===== src/rtl/itmr_pkg.sv =====
package itmr_pkg;
  // reload word mode bits
  localparam int EN_BIT = 0;
  localparam int OS_BIT = 1;
  localparam int MODE_W = 2;

  // register byte offsets
  localparam int TS_OFS     = 0;
  localparam int STAT_OFS   = 32;
  localparam int CH_STRIDE  = 8;
  localparam int CH_VAL_OFS = 4;
  localparam int CH_RLD_OFS = 8;

  function automatic int val_ofs(input int ch);
    return CH_VAL_OFS + CH_STRIDE * ch;
  endfunction

  function automatic int rld_ofs(input int ch);
    return CH_RLD_OFS + CH_STRIDE * ch;
  endfunction
endpackage


===== src/rtl/itmr_stamp.sv =====
module itmr_stamp #(
  parameter int W = 32
) (
  input  logic         clk,
  input  logic         rst,
  input  logic         load,
  input  logic [W-1:0] wdata,
  input  logic         clr_pend,
  output logic [W-1:0] ts_o,
  output logic         pend_o
);
  localparam logic [W-1:0] ONE = W'(1);

  logic [W-1:0] ts_q;
  logic         pend_q;
  logic         wrap;

  assign wrap = !load && (&ts_q);

  always_ff @(posedge clk) begin
    if (rst) begin
      ts_q <= '0;
    end else if (load) begin
      ts_q <= wdata;
    end else begin
      ts_q <= ts_q + ONE;
    end
  end

  // a new wrap wins over a clear in the same cycle
  always_ff @(posedge clk) begin
    if (rst) begin
      pend_q <= 1'b0;
    end else if (wrap) begin
      pend_q <= 1'b1;
    end else if (clr_pend) begin
      pend_q <= 1'b0;
    end
  end

  assign ts_o   = ts_q;
  assign pend_o = pend_q;

  AST_TS_STEP: assert property (@(posedge clk) disable iff (rst)
    !load |=> ts_q == $past(ts_q) + ONE);
  AST_TS_WRAP: assert property (@(posedge clk) disable iff (rst)
    (!load && ts_q == '1) |=> (pend_q && ts_q == '0));
  AST_TS_STICKY: assert property (@(posedge clk) disable iff (rst)
    (pend_q && !clr_pend) |=> pend_q);
endmodule


===== src/rtl/itmr_chan.sv =====
module itmr_chan #(
  parameter int W = 32
) (
  input  logic         clk,
  input  logic         rst,
  input  logic         reload_wr,
  input  logic [W-1:0] wdata,
  input  logic         clr_pend,
  output logic [W-1:0] cnt_o,
  output logic [W-1:0] reload_o,
  output logic         pend_o
);
  import itmr_pkg::*;

  localparam logic [W-1:0] ONE      = W'(1);
  localparam logic [W-1:0] CNT_MASK = ~W'((1 << MODE_W) - 1);

  logic [W-1:0] rld_q;
  logic [W-1:0] cnt_q;
  logic         pend_q;
  logic         run;
  logic         oneshot;
  logic         at_end;
  logic         expire;

  assign run     = rld_q[EN_BIT];
  assign oneshot = rld_q[OS_BIT];
  // expiring on the step into zero gives a period of exactly N clocks
  assign at_end  = (cnt_q <= ONE);
  assign expire  = run && at_end && !reload_wr;

  always_ff @(posedge clk) begin
    if (rst) begin
      rld_q <= '0;
      cnt_q <= '0;
    end else if (reload_wr) begin
      rld_q <= wdata;
      cnt_q <= wdata & CNT_MASK;
    end else if (run) begin
      if (at_end) begin
        if (oneshot) begin
          rld_q[EN_BIT] <= 1'b0;
          cnt_q         <= '0;
        end else begin
          cnt_q <= rld_q & CNT_MASK;
        end
      end else begin
        cnt_q <= cnt_q - ONE;
      end
    end
  end

  always_ff @(posedge clk) begin
    if (rst) begin
      pend_q <= 1'b0;
    end else if (expire) begin
      pend_q <= 1'b1;
    end else if (clr_pend) begin
      pend_q <= 1'b0;
    end
  end

  assign cnt_o    = cnt_q;
  assign reload_o = rld_q;
  assign pend_o   = pend_q;

  AST_CNT_DECR: assert property (@(posedge clk) disable iff (rst)
    (!reload_wr && rld_q[EN_BIT] && cnt_q > ONE) |=> cnt_q == $past(cnt_q) - ONE);
  AST_PERIODIC_RELOAD: assert property (@(posedge clk) disable iff (rst)
    (!reload_wr && rld_q[EN_BIT] && !rld_q[OS_BIT] && cnt_q <= ONE)
      |=> (pend_q && cnt_q == ($past(rld_q) & CNT_MASK)));
  AST_ONESHOT_STOP: assert property (@(posedge clk) disable iff (rst)
    (!reload_wr && rld_q[EN_BIT] && rld_q[OS_BIT] && cnt_q <= ONE)
      |=> (pend_q && !rld_q[EN_BIT] && cnt_q == '0));
  AST_IDLE_HOLD: assert property (@(posedge clk) disable iff (rst)
    (!reload_wr && !rld_q[EN_BIT]) |=> $stable(cnt_q));
  AST_PEND_STICKY: assert property (@(posedge clk) disable iff (rst)
    (pend_q && !clr_pend) |=> pend_q);
endmodule


===== src/rtl/dual_interval_timer.sv =====
module dual_interval_timer #(
  parameter int DATA_W = 32,
  parameter int ADDR_W = 6,
  parameter int NUM_CH = 2
) (
  input  logic              clk,
  input  logic              rst,
  input  logic              bus_wr,
  input  logic [ADDR_W-1:0] bus_addr,
  input  logic [DATA_W-1:0] bus_wdata,
  output logic [DATA_W-1:0] bus_rdata,
  output logic [NUM_CH-1:0] irq_tmr,
  output logic              irq_stamp
);
  import itmr_pkg::*;

  localparam int STAT_W = NUM_CH + 1;
  localparam logic [ADDR_W-1:0] TS_A   = ADDR_W'(TS_OFS);
  localparam logic [ADDR_W-1:0] STAT_A = ADDR_W'(STAT_OFS);

  logic [DATA_W-1:0] cnt_v [NUM_CH];
  logic [DATA_W-1:0] rld_v [NUM_CH];
  logic [NUM_CH-1:0] pend_v;
  logic [DATA_W-1:0] ts;
  logic              pend_ts;
  logic              stat_wr;
  logic [STAT_W-1:0] clr_bits;
  logic [DATA_W-1:0] rd_next;
  logic [DATA_W-1:0] rdata_q;

  assign stat_wr  = bus_wr && (bus_addr == STAT_A);
  assign clr_bits = stat_wr ? bus_wdata[STAT_W-1:0] : '0;

  itmr_stamp #(.W(DATA_W)) u_stamp (
    .clk      (clk),
    .rst      (rst),
    .load     (bus_wr && (bus_addr == TS_A)),
    .wdata    (bus_wdata),
    .clr_pend (clr_bits[NUM_CH]),
    .ts_o     (ts),
    .pend_o   (pend_ts)
  );

  for (genvar g = 0; g < NUM_CH; g++) begin : g_chan
    localparam logic [ADDR_W-1:0] RLD_A = ADDR_W'(rld_ofs(g));
    logic pend_w;

    itmr_chan #(.W(DATA_W)) u_chan (
      .clk       (clk),
      .rst       (rst),
      .reload_wr (bus_wr && (bus_addr == RLD_A)),
      .wdata     (bus_wdata),
      .clr_pend  (clr_bits[g]),
      .cnt_o     (cnt_v[g]),
      .reload_o  (rld_v[g]),
      .pend_o    (pend_w)
    );

    assign pend_v[g] = pend_w;
  end

  always_comb begin
    rd_next = '0;
    if (bus_addr == TS_A) begin
      rd_next = ts;
    end
    if (bus_addr == STAT_A) begin
      rd_next = DATA_W'({pend_ts, pend_v});
    end
    for (int i = 0; i < NUM_CH; i++) begin
      if (bus_addr == ADDR_W'(val_ofs(i))) begin
        rd_next = cnt_v[i];
      end
      if (bus_addr == ADDR_W'(rld_ofs(i))) begin
        rd_next = rld_v[i];
      end
    end
  end

  always_ff @(posedge clk) begin
    if (rst) begin
      rdata_q <= '0;
    end else begin
      rdata_q <= rd_next;
    end
  end

  assign bus_rdata = rdata_q;
  assign irq_tmr   = pend_v;
  assign irq_stamp = pend_ts;

  AST_STAT_CLEAR: assert property (@(posedge clk) disable iff (rst)
    (stat_wr && bus_wdata[0] && !(rld_v[0][EN_BIT] && cnt_v[0] <= DATA_W'(1)))
      |=> !irq_tmr[0]);
  AST_RESET_QUIET: assert property (@(posedge clk)
    rst |=> (irq_tmr == '0 && !irq_stamp && bus_rdata == '0));
endmodule


===== config.mk =====
export PLATFORM = sky130hd
export DESIGN_NAME = dual_interval_timer
export DESIGN_NICKNAME = d
export VERILOG_FILES = /design/src/rtl/itmr_pkg.sv /design/src/rtl/itmr_stamp.sv /design/src/rtl/itmr_chan.sv /design/src/rtl/dual_interval_timer.sv
export SDC_FILE = /design/constraint.sdc
export NUM_CORES = 1
export LEC_CHECK = 0
export BUFFER_PORTS_ARGS = -buffer_cell sky130_fd_sc_hd__buf_2
export CAP_MARGIN = 25
export CELL_PAD_IN_SITES_DETAIL_PLACEMENT = 0
export CELL_PAD_IN_SITES_GLOBAL_PLACEMENT = 1
export CORE_MARGIN = 3
export CORE_UTILIZATION = 45
export DETAILED_ROUTE_END_ITERATION = 8
export PLACE_DENSITY = 0.88
export SLEW_MARGIN = 10
export SYNTH_ARGS = -nofsm -noshare
export SYNTH_HDL_FRONTEND = slang
export SYNTH_SLANG_ARGS = --single-unit

===== constraint.sdc =====
create_clock -name clk -period 3.6 [get_ports clk]
set_clock_uncertainty 0.1 [all_clocks]
set_input_delay 0.18 -clock clk [delete_from_list [all_inputs] [get_ports clk]]
set_output_delay 0.18 -clock clk [all_outputs]
set_load 0.02 [all_outputs]

==> flow_metrics.env <==
export IMPL_crit_type="reg2reg"
export IMPL_r2r_end="g_chan[1].u_chan.cnt_o[28]$_SDFFE_PP0P_"
export IMPL_fin_crit_ns=2.92
export IMPL_worstPathArrival_ns=3.10
export IMPL_syn_inst=1308
export IMPL_place_congestion=0.931
export IMPL_grt_pass1_vias=9404
export IMPL_postCtsResizedCells=0
export IMPL_grt_max_degree=88
export IMPL_ys_async_sr_fraction_pct=0
export IMPL_ys_types=64
export IMPL_yosysTopAreaCell="dfxtp_1"
export IMPL_synth_top_cells_by_count="nand2_1, dfxtp_1, a21oi_1, nor2_1, clkbuf_1"
export IMPL_slew_headroom_pct=34.6
export IMPL_grt_ovfl_total=0
export IMPL_rows=54
export IMPL_route_detailed_drc=0
export IMPL_syn_to_final_growth_pct=14.6
export IMPL_drive_above_1_share_pct=11.8
export IMPL_drt_total_wl_um=34200
export IMPL_rsz0062_at_grt="false"
export IMPL_power_density_nw_per_um2=388
export IMPL_synth_warnings=0
export IMPL_final_setup_viol_count=0
export IMPL_vias=10100
export IMPL_cts_tree="yes"
export IMPL_clock_sinks=195
export IMPL_die_area_um2=24500
export IMPL_post_route_util_pct=53.1
export IMPL_n_fill_cell=2111
export IMPL_drt_iter0_markers=1132
export IMPL_reg2reg_from="g_chan[1].u_chan.cnt_o[0]$_SDFFE_PP0P_"
export IMPL_max_stage_delay_ns=0.61
export IMPL_final_max_slew_violation_count=0
export IMPL_synthFlopType="dfxtp_1"
export IMPL_portBuffers=75
export IMPL_slowest_stage="or3b_2"
export IMPL_cts_buffers=17
export IMPL_cts_root_buffer_cell="clkbuf_16"
export IMPL_htreeDepth=4
export IMPL_io_pin_count=76
export IMPL_whs_path_depth=3
export IMPL_vias_per_cell=6.09
export IMPL_fmax_mhz=342
export IMPL_ant_nets=0
export IMPL_tns_ns=0
export IMPL_cp_end_kind="flip-flop"
export IMPL_hold_end="g_chan[0].u_chan.reload_o[13]$_SDFFE_PP0P_"
export IMPL_fin_total_pwr_mw=4.54
export IMPL_grt_pass1_wl_um=53100
export IMPL_syn_avg_cell_area_um2=7.81
export IMPL_fin_crit_sh_pct=81.2
export IMPL_p_leak_nw=4.49
export IMPL_antenna_found_initial=0
export IMPL_syn_num_nets=1354
export IMPL_worst_hold_slack_ns=0.00569
export IMPL_hp_start="bus_wdata[13]"
export IMPL_die_y_um=157
export IMPL_yosysMostFrequentCell="nand2_1"
export IMPL_wl_per_cell_um=20.6
export IMPL_yosysSeqAreaShare_pct=38.2
export IMPL_ff2ff_path_depth=8
export IMPL_drv_cap=0
export IMPL_nets=1415
export IMPL_core_area_um2=22000
export IMPL_diodes=0
export IMPL_yosys_area_top_type_share_pct=38.2
export IMPL_die_w_um=157
export IMPL_firstDrtPassIters=6
export IMPL_start_kind="flip-flop"
export IMPL_synth_edf_count=0
export IMPL_reg2reg_slack_ns=0.68
export IMPL_worstSkewPairLatency_ns=0.44
export IMPL_hold_violations=0
export IMPL_cp_max_fo=7
export IMPL_grt_usage_pct=27.6
export IMPL_ys_seq_elements=195
export IMPL_clk_pin_slew_ns=0.07
export IMPL_hp_class="in2reg"
export IMPL_synth_area_um2=10200
export IMPL_crit_chain="inv_1, ha_1, nor3b_1, and2_1, nand4_1, or3b_2, a21oi_1, o32ai_1"
export IMPL_synth_area_top_cells="dfxtp_1, nand2_1, a21oi_1"
export IMPL_tightest_slew_ns=0.980
export IMPL_clockBufferDepth=2
export IMPL_peakVddDrop_uv=263
export IMPL_start_util_pct=46.4
export IMPL_outcome="finished clean"
export IMPL_hpwl_um=23300
export IMPL_crit_required_ns=3.78
routing by layer:
metal | routed length (um) | global-route usage, % | part of all wire [%] | up-vias
met3 | 2950 | 4.31 | 8.6 | 51
met1 | 14900 | 39.2 | 44 | 4741
met5 | 0 | 0 | 0 | -
li1 | - | - | - | 4838
met2 | 15600 | 43.7 | 46 | 486
met4 | 710 | 7.63 | 2.1 | 0
how the worst max path moves through the flow:
stage                                                  startpoint  slack, ns  cells after the start                                      end
after floorplan           g_chan[0].u_chan.cnt_o[20]$_SDFFE_PP0P_       0.83                      8  g_chan[0].u_chan.cnt_o[13]$_SDFFE_PP0P_
after global placement    g_chan[0].u_chan.cnt_o[20]$_SDFFE_PP0P_       0.81                      6  g_chan[0].u_chan.cnt_o[23]$_SDFFE_PP0P_
after detailed placement  g_chan[0].u_chan.cnt_o[20]$_SDFFE_PP0P_       0.78                      6  g_chan[0].u_chan.cnt_o[23]$_SDFFE_PP0P_
after CTS                 g_chan[0].u_chan.cnt_o[20]$_SDFFE_PP0P_       0.77                      6  g_chan[0].u_chan.cnt_o[23]$_SDFFE_PP0P_
after global routing       g_chan[0].u_chan.cnt_o[0]$_SDFFE_PP0P_       0.58                      7  g_chan[0].u_chan.cnt_o[24]$_SDFFE_PP0P_
final                      g_chan[1].u_chan.cnt_o[0]$_SDFFE_PP0P_       0.68                      8  g_chan[1].u_chan.cnt_o[28]$_SDFFE_PP0P_
power by group:
| group | internal, mW | switching (mW) | leakage [nW] |
|---|---|---|---|
| logic | 0.152 | 0.267 | 2.64 |
| clock network | 1.04 | 0.893 | 0.276 |
| registers | 2.17 | 0.0171 | 1.57 |
| total | 3.36 | 1.18 | 4.49 |
worst max-delay path: cells and delay by family (launching register included):
kind	cells	cell delay (ns)
AND/OR/NAND/NOR	4	1.65
flip-flops	1	0.43
AO/OA/AOI/OAI	2	0.30
adder cells (fa/ha/maj)	1	0.17
buffers and inverters	1	0.13
timing repair:
item	4_1_cts	5_1_grt
hold endpoints to repair	79	0
buffers inserted	0	0
hold buffers	30	0
placed cells by master, fill, tap and decap left out, types with 24 or more instances in the layout:
cell type	instances
nor3_1	24
buf_4	35
xnor2_1	27
a21oi_1	140
a211oi_1	36
dlygate4sd3_1	30
o21ai_0	57
xor2_1	46
buf_2	74
nor2_1	104
nand2_1	239
a22oi_1	24
mux2i_1	28
a21boi_0	33
o22ai_1	26
dfxtp_1	195
final cells by class:
cell class,count,area (um2),share of cell area (%)
Multi-Input combinational cell,1005,5880,50.3
Sequential cell,195,3900,33.4
Timing Repair Buffer,141,950,8.11
Clock buffer,19,433,3.70
Tap cell,280,350,2.99
Clock inverter,13,151,1.29
Inverter,9,33.8,0.289
per-stage QoR:
| step | instance area [um2] | setup slack (ns) | std cells |
|---|---|---|---|
| 6_report | 11700 | 0.677 | 1662 |
| 5_1_grt | 11700 | 0.583 | 1662 |
| 4_1_cts | 11700 | 0.766 | 1661 |
| 3_5_place_dp | 10800 | 0.777 | 1599 |
| 3_3_place_gp | 10800 | 0.805 | 1599 |
| 2_1_floorplan | 10200 | 0.833 | 1308 |
kinds of logic after synthesis:
group | Yosys count | synth area share [%]
AO/OA/AOI/OAI | 383 | 23.7
XOR/XNOR | 73 | 6.26
adder cells (fa/ha/maj) | 5 | 0.613
buffers and inverters | 108 | 4.25
flip-flops | 195 | 38.2
multiplexers | 35 | 3.63
AND/OR/NAND/NOR | 509 | 23.3
state kept, by name, summed over array words and instances, names as in the netlist:
signal / count
bus_rdata: 32
g_chan.u_chan.cnt_o: 64
g_chan.u_chan.pend_o: 2
g_chan.u_chan.reload_o: 64
u_stamp.pend_o: 1
u_stamp.ts_o: 32
Power figures use the tool's default switching activity.
